### config.mk
export PLATFORM = sky130hd
export DESIGN_NAME = lfb_top
export DESIGN_NICKNAME = d
export VERILOG_FILES = /design/src/rtl/lfb_pkg.sv /design/src/rtl/lfb_pick.sv /design/src/rtl/lfb_entry.sv /design/src/rtl/lfb_top.sv
export SDC_FILE = /design/constraint.sdc
export NUM_CORES = 2
export LEC_CHECK = 0
export ABC_AREA = 1
export ABC_CLOCK_PERIOD_IN_PS = 8900
export BUFFER_PORTS_ARGS = -buffer_cell sky130_fd_sc_hd__buf_2
export CORE_MARGIN = 1.5
export CORE_UTILIZATION = 50
export DETAILED_ROUTE_END_ITERATION = 10
export HOLD_SLACK_MARGIN = 0.15
export PLACE_DENSITY_LB_ADDON = 0.05
export SETUP_SLACK_MARGIN = 0.5
export SYNTH_ARGS = -nofsm -noshare
export SYNTH_HDL_FRONTEND = slang
export SYNTH_SLANG_ARGS = --single-unit
### constraint.sdc
create_clock -name clk -period 8.9 [get_ports clk]
set_clock_uncertainty 0.1 [all_clocks]
set_input_delay 0.445 -clock clk [delete_from_list [all_inputs] [get_ports clk]]
set_output_delay 0.445 -clock clk [all_outputs]
set_load 0.01 [all_outputs]
### src/rtl/lfb_pkg.sv
`timescale 1ns/1ps
package lfb_pkg;

  typedef enum logic [1:0] {
    ENT_FREE  = 2'd0,
    ENT_REQ   = 2'd1,
    ENT_FILL  = 2'd2,
    ENT_WRITE = 2'd3
  } ent_state_e;

endpackage

### src/rtl/lfb_pick.sv
`timescale 1ns/1ps
// Fixed-priority picker: lowest set bit wins.
module lfb_pick #(
  parameter int N     = 4,
  parameter int IDX_W = 2
) (
  input  logic [N-1:0]     req_i,
  output logic             any_o,
  output logic [IDX_W-1:0] idx_o
);

  always_comb begin
    idx_o = '0;
    any_o = 1'b0;
    for (int i = N - 1; i >= 0; i--) begin
      if (req_i[i]) begin
        idx_o = IDX_W'(i);
        any_o = 1'b1;
      end
    end
  end

endmodule

### src/rtl/lfb_entry.sv
`timescale 1ns/1ps
// One fill entry: line address, beat mask and assembled line.
module lfb_entry
  import lfb_pkg::*;
#(
  parameter int ADDR_W = 26,
  parameter int LINE_W = 512,
  parameter int BEAT_W = 128,
  parameter int BIDX_W = $clog2(LINE_W / BEAT_W)
) (
  input  logic              clk,
  input  logic              rst_n,
  input  logic              alloc_i,
  input  logic [ADDR_W-1:0] alloc_line_i,
  input  logic              req_done_i,
  input  logic              beat_we_i,
  input  logic [BIDX_W-1:0] beat_idx_i,
  input  logic [BEAT_W-1:0] beat_data_i,
  input  logic              wr_done_i,
  output ent_state_e        state_o,
  output logic [ADDR_W-1:0] line_o,
  output logic [LINE_W-1:0] data_o
);

  localparam int BEATS = LINE_W / BEAT_W;

  ent_state_e         state_q, state_d;
  logic [BEATS-1:0]   mask_q, mask_d;
  logic [ADDR_W-1:0]  line_q;
  logic [BEAT_W-1:0]  slice_q [BEATS];
  logic               line_en;

  // next state
  always_comb begin
    state_d = state_q;
    mask_d  = mask_q;
    unique case (state_q)
      ENT_FREE: begin
        if (alloc_i) begin
          state_d = ENT_REQ;
          mask_d  = '0;
        end
      end
      ENT_REQ: begin
        if (req_done_i) state_d = ENT_FILL;
      end
      ENT_FILL: begin
        if (beat_we_i) begin
          mask_d[beat_idx_i] = 1'b1;
          if (&mask_d) state_d = ENT_WRITE;
        end
      end
      ENT_WRITE: begin
        if (wr_done_i) begin
          state_d = ENT_FREE;
          mask_d  = '0;
        end
      end
      default: state_d = ENT_FREE;
    endcase
  end

  always_ff @(posedge clk or negedge rst_n) begin
    if (!rst_n) begin
      state_q <= ENT_FREE;
      mask_q  <= '0;
    end else begin
      state_q <= state_d;
      mask_q  <= mask_d;
    end
  end

  assign line_en = alloc_i && (state_q == ENT_FREE);

  always_ff @(posedge clk) begin
    if (line_en) line_q <= alloc_line_i;
  end

  // one storage slice per beat position
  for (genvar b = 0; b < BEATS; b++) begin : g_slice
    logic slice_en;
    assign slice_en = beat_we_i && (state_q == ENT_FILL) && (beat_idx_i == BIDX_W'(b));
    always_ff @(posedge clk) begin
      if (slice_en) slice_q[b] <= beat_data_i;
    end
    assign data_o[b*BEAT_W +: BEAT_W] = slice_q[b];
  end

  assign state_o = state_q;
  assign line_o  = line_q;

endmodule

### src/rtl/lfb_top.sv
`timescale 1ns/1ps
module lfb_top
  import lfb_pkg::*;
#(
  parameter int N_ENT  = 4,
  parameter int ADDR_W = 26,
  parameter int LINE_W = 512,
  parameter int BEAT_W = 128,
  parameter int TAG_W  = (N_ENT > 1) ? $clog2(N_ENT) : 1,
  parameter int BIDX_W = $clog2(LINE_W / BEAT_W)
) (
  input  logic              clk,
  input  logic              rst_n,
  input  logic              miss_valid,
  output logic              miss_ready,
  input  logic [ADDR_W-1:0] miss_line,
  output logic              mem_req_valid,
  input  logic              mem_req_ready,
  output logic [ADDR_W-1:0] mem_req_line,
  output logic [TAG_W-1:0]  mem_req_tag,
  input  logic              mem_rsp_valid,
  input  logic [TAG_W-1:0]  mem_rsp_tag,
  input  logic [BIDX_W-1:0] mem_rsp_beat,
  input  logic [BEAT_W-1:0] mem_rsp_data,
  output logic              cwr_valid,
  input  logic              cwr_ready,
  output logic [ADDR_W-1:0] cwr_line,
  output logic [LINE_W-1:0] cwr_data
);

  ent_state_e         st   [N_ENT];
  logic [ADDR_W-1:0]  ln   [N_ENT];
  logic [LINE_W-1:0]  dat  [N_ENT];

  logic [N_ENT-1:0]   free_v, req_v, wr_v, hit_v;
  logic               any_free, hit, take_new;
  logic [TAG_W-1:0]   free_idx, req_pick, wr_idx;

  logic               req_lock_q, req_lock_d;
  logic [TAG_W-1:0]   req_sel_q;
  logic               req_sel_en;

  for (genvar i = 0; i < N_ENT; i++) begin : g_ent
    logic alloc, req_done, beat_we, wr_done;

    assign free_v[i] = (st[i] == ENT_FREE);
    assign req_v[i]  = (st[i] == ENT_REQ);
    assign wr_v[i]   = (st[i] == ENT_WRITE);
    assign hit_v[i]  = (st[i] != ENT_FREE) && (ln[i] == miss_line);

    assign alloc    = take_new && (free_idx == TAG_W'(i));
    assign req_done = mem_req_valid && mem_req_ready && (mem_req_tag == TAG_W'(i));
    assign beat_we  = mem_rsp_valid && (mem_rsp_tag == TAG_W'(i));
    assign wr_done  = cwr_valid && cwr_ready && (wr_idx == TAG_W'(i));

    lfb_entry #(
      .ADDR_W (ADDR_W),
      .LINE_W (LINE_W),
      .BEAT_W (BEAT_W),
      .BIDX_W (BIDX_W)
    ) i_entry (
      .clk          (clk),
      .rst_n        (rst_n),
      .alloc_i      (alloc),
      .alloc_line_i (miss_line),
      .req_done_i   (req_done),
      .beat_we_i    (beat_we),
      .beat_idx_i   (mem_rsp_beat),
      .beat_data_i  (mem_rsp_data),
      .wr_done_i    (wr_done),
      .state_o      (st[i]),
      .line_o       (ln[i]),
      .data_o       (dat[i])
    );
  end

  lfb_pick #(.N(N_ENT), .IDX_W(TAG_W)) i_pick_free (
    .req_i (free_v), .any_o (any_free), .idx_o (free_idx)
  );
  lfb_pick #(.N(N_ENT), .IDX_W(TAG_W)) i_pick_req (
    .req_i (req_v), .any_o (mem_req_valid), .idx_o (req_pick)
  );
  lfb_pick #(.N(N_ENT), .IDX_W(TAG_W)) i_pick_wr (
    .req_i (wr_v), .any_o (cwr_valid), .idx_o (wr_idx)
  );

  // miss side
  assign hit        = |hit_v;
  assign miss_ready = any_free;
  assign take_new   = miss_valid && miss_ready && !hit;

  // request side: selection frozen while a request is stalled
  assign req_lock_d  = mem_req_valid && !mem_req_ready;
  assign req_sel_en  = mem_req_valid;
  assign mem_req_tag = req_lock_q ? req_sel_q : req_pick;
  assign mem_req_line = ln[mem_req_tag];

  always_ff @(posedge clk or negedge rst_n) begin
    if (!rst_n) begin
      req_lock_q <= 1'b0;
      req_sel_q  <= '0;
    end else begin
      req_lock_q <= req_lock_d;
      if (req_sel_en) req_sel_q <= mem_req_tag;
    end
  end

  // cache write side
  assign cwr_line = ln[wr_idx];
  assign cwr_data = dat[wr_idx];

endmodule

==> impl_metrics.ini <==
[logic_synthesis]
ys_ff_latch = 2179
synthAdderAreaFrac_pct = 0.2961
ys_seq_area_share_pct = 77.26
synth.area.mux_share_pct = 0
yosys_most_used_dff = edfxtp_1
syn-num-nets = 6172
synthSimpleGateAreaFrac_pct = 10.54
ys_warn_count = 0
syn_inst = 5988
synth_edf_count = 2152
synth_compound_area_share_pct = 8.933
syn_avg_cell_area_um2 = 14.11
ys_async_sr_fraction_pct = 1.239
ys_types = 38
netlist_area_um2 = 84510
synth_top_family_by_area = simple AND/OR/NAND/NOR gates
synthXorXnorAreaFrac_pct = 0.3213

[worst_setup_path]
reg2regPathDepth = 6
worst_setup_path_start_kind = flip-flop
crit_path_frequent_cell = buf_4
critPathRequiredTime_ns = 8.36
r2r-end = g_ent[0].i_entry.slice_q[1][51]
criticalPathCategory = flip-flop to primary output
path_buf_inv = 4
regToRegSetupSlack_ns = 4.91
cp_slowest_cell = buf_4
arrival_ns = 5.66
cp_top_family = buffers and inverters
end_kind = primary output
crit_fanout = 151
cp_cell_sequence = ha_4 -> nor2_1 -> nor2_4 -> buf_12 -> buf_4 -> buf_4 -> nand3_1 -> o211ai_1 -> buf_2
cpPeakStageDelay_ns = 0.93
r2r-start = g_ent[0].i_entry.state_o[0]

[clock_network]
cts_root_buf = clkbuf_16
clk_pin_slew_ns = 0.06
cts_resized = 0
clkSinkCount = 2179
cts_setup_buffers = 0
clock_path_buffers = 3
cts_tree = done
numCtsBuffers = 221
ctsHoldBuffers = 171
h-tree-depth = 4
clock_latency_ns = 0.85

[detailed_routing]
drc_errors = 0
firstDrtPassIters = 6
via_count = 55534
routedWlPerCell_um = 28.36
drt-total-wl_mm = 259.6
drt.antenna.violating_nets = 0
vias_per_cell = 6.067
drt_iter0_drc = 5728

[worst_hold_path]
hp-class = input port to flip-flop
whs_path_depth = 7
whs_endpoint = g_ent[1].i_entry.state_o[0]
hold_start = cwr_ready

[final_layout]
final_cell_mix = edfxtp_1, nand3_1, buf_2
nets = 6955
nFillCells = 13173
final_common_cell = edfxtp_1
drive_gt1_share_pct = 16.07
syn_to_final_growth_pct = 16.60
finish.utilization_pct = 58.80

[grt]
antenna_found_initial = 12
gr-usage-all-layers_pct = 29.69
grt_pass1_vias = 53093
grt_max_degree = 233
grt_pass1_wl_mm = 374.9
grt.overflow.total = 0

[pwr]
seq_power_share_pct = 35.4
clkPwrFrac_pct = 25.9
pwr-share-comb_pct = 38.7
peakVddDrop_uv = 418.0
p_switching_mw = 13.28
internal_power_mw = 19.80
leakage_nw = 32.29
cellPowerDensity_nw_per_um2 = 335.7
p_sw_share_pct = 40.14

[placement]
gp_congestion = 0.9076
port_buffers = 732
dp_slack_ns = 3.506
dpl.hpwl_mm = 139.4

[sta]
fin_ws_ns = 2.696
fin_crit_ns = 6.204
fmax_mhz = 161.2
setup_viol = 0
tns_ns = 0
hold_viol_final = 0
fin_crit_sh_pct = 69.71
rsz0062_at_grt = no
tightest_slew_ns = 1.203
slew-limit-headroom_pct = 19.79
report.final.slew_viol_count = 0

[die]
die_h_um = 414.1
core_um2 = 167600
die_w_um = 414.1
ios = 733
start_util_pct = 50.43
die-area_um2 = 171500
rows = 150

[status]
status = finished, final reports clean

[job]
cap_violations = 0
==> Yosys cell counts, types with 22 or more instances <==
cell,instances,share of area (%)
edfxtp_1,2152,76
nand3_1,1054,6.2
nor2_1,644,2.9
o21ai_0,558,3.3
o211ai_1,518,4.6
clkbuf_1,334,1.5
nand2_1,266,1.2
inv_1,144,0.64
o221ai_1,52,0.54
buf_2,51,0.30
dfrtp_1,27,0.80
xnor2_1,27,0.28
a22oi_1,26,0.23
clkbuf_2,22,0.13
==> metal layers <==
layer  global-route usage (%)  wire, um  share of wire [%]  vias to the layer above
met2                    46.62    121700                 47                     2333
met4                    13.73     12310                4.7                       10
met1                    40.40    105900                 41                    28411
met3                    5.618     19600                7.5                      417
li1                         -         -                  -                    24363
met5                        0        66              0.025                        -
==> cells by family after synthesis <==
logic type	Yosys count
flip-flops	2179
AND/OR/NAND/NOR	1998
AO/OA/AOI/OAI	1191
buffers and inverters	569
XOR/XNOR	31
adder cells (fa/ha/maj)	20
==> layout make-up <==
cell class,instances,area (um^2),area share (%)
sequential,2179,65300,66.26
multi-input combinational,3240,17130,17.38
timing repair buffer,981,6208,6.300
clock buffer,284,5767,5.852
tap,2204,2758,2.798
clock inverter,112,808.3,0.8202
inverter,148,570.5,0.5790
antenna,5,12.51,0.01270
==> sequential cells by signal, indices dropped and copies added (netlist names) <==
name	cells
g_ent.i_entry.slice_q	2048
g_ent.i_entry.line_o	104
g_ent.i_entry.mask_q	16
g_ent.i_entry.state_o	8
req_sel_q	2
req_lock_q	1
==> worst max-delay path by stage <==
stage                     slack (ns)                        start  cells after the start                              to
after detailed placement        3.51  g_ent[2].i_entry.state_o[0]                      9                   cwr_data[110]
after floorplan                 1.97              mem_rsp_beat[1]                      3  g_ent[3].i_entry.slice_q[0][0]
final                           2.70  g_ent[2].i_entry.state_o[0]                      9                   cwr_data[255]
after global placement          3.64  g_ent[2].i_entry.state_o[0]                      9                   cwr_data[223]
after CTS                       2.54  g_ent[2].i_entry.state_o[0]                      9                   cwr_data[234]
after global routing            2.35  g_ent[2].i_entry.state_o[0]                      9                   cwr_data[466]
==> worst min-delay path: stages <==
cell	delay, ns
buf_2	0.10
inv_1	0.18
o21ai_0	0.11
o21ai_0	0.12
nor3b_2	0.08
nand3_1	0.08
nand2_1	0.05
==> stage by stage <==
stage / power, mW / instance area [um^2] / hold slack, ns / instances
2_1_floorplan: 18.63 / 84510 / 0.04941 / 5988
3_3_place_gp: 24.59 / 90240 / 0.3556 / 8581
3_5_place_dp: 24.61 / 90240 / 0.3582 / 8581
4_1_cts: 33.19 / 98540 / 0.1590 / 9148
5_1_grt: 34.33 / 98540 / 0.2685 / 9151
6_report: 33.08 / 98550 / 0.2508 / 9153
==> power by group through the flow <==
stage	Clock, mW	Sequential (mW)	Combinational, mW
6_report	8.57	11.7	12.8
5_1_grt	9.08	11.7	13.5
4_1_cts	8.68	11.7	12.8
3_5_place_dp	0	11.9	12.7
3_3_place_gp	0	11.9	12.7
2_1_floorplan	0	11.9	6.72
Power figures use the tool's default switching activity.
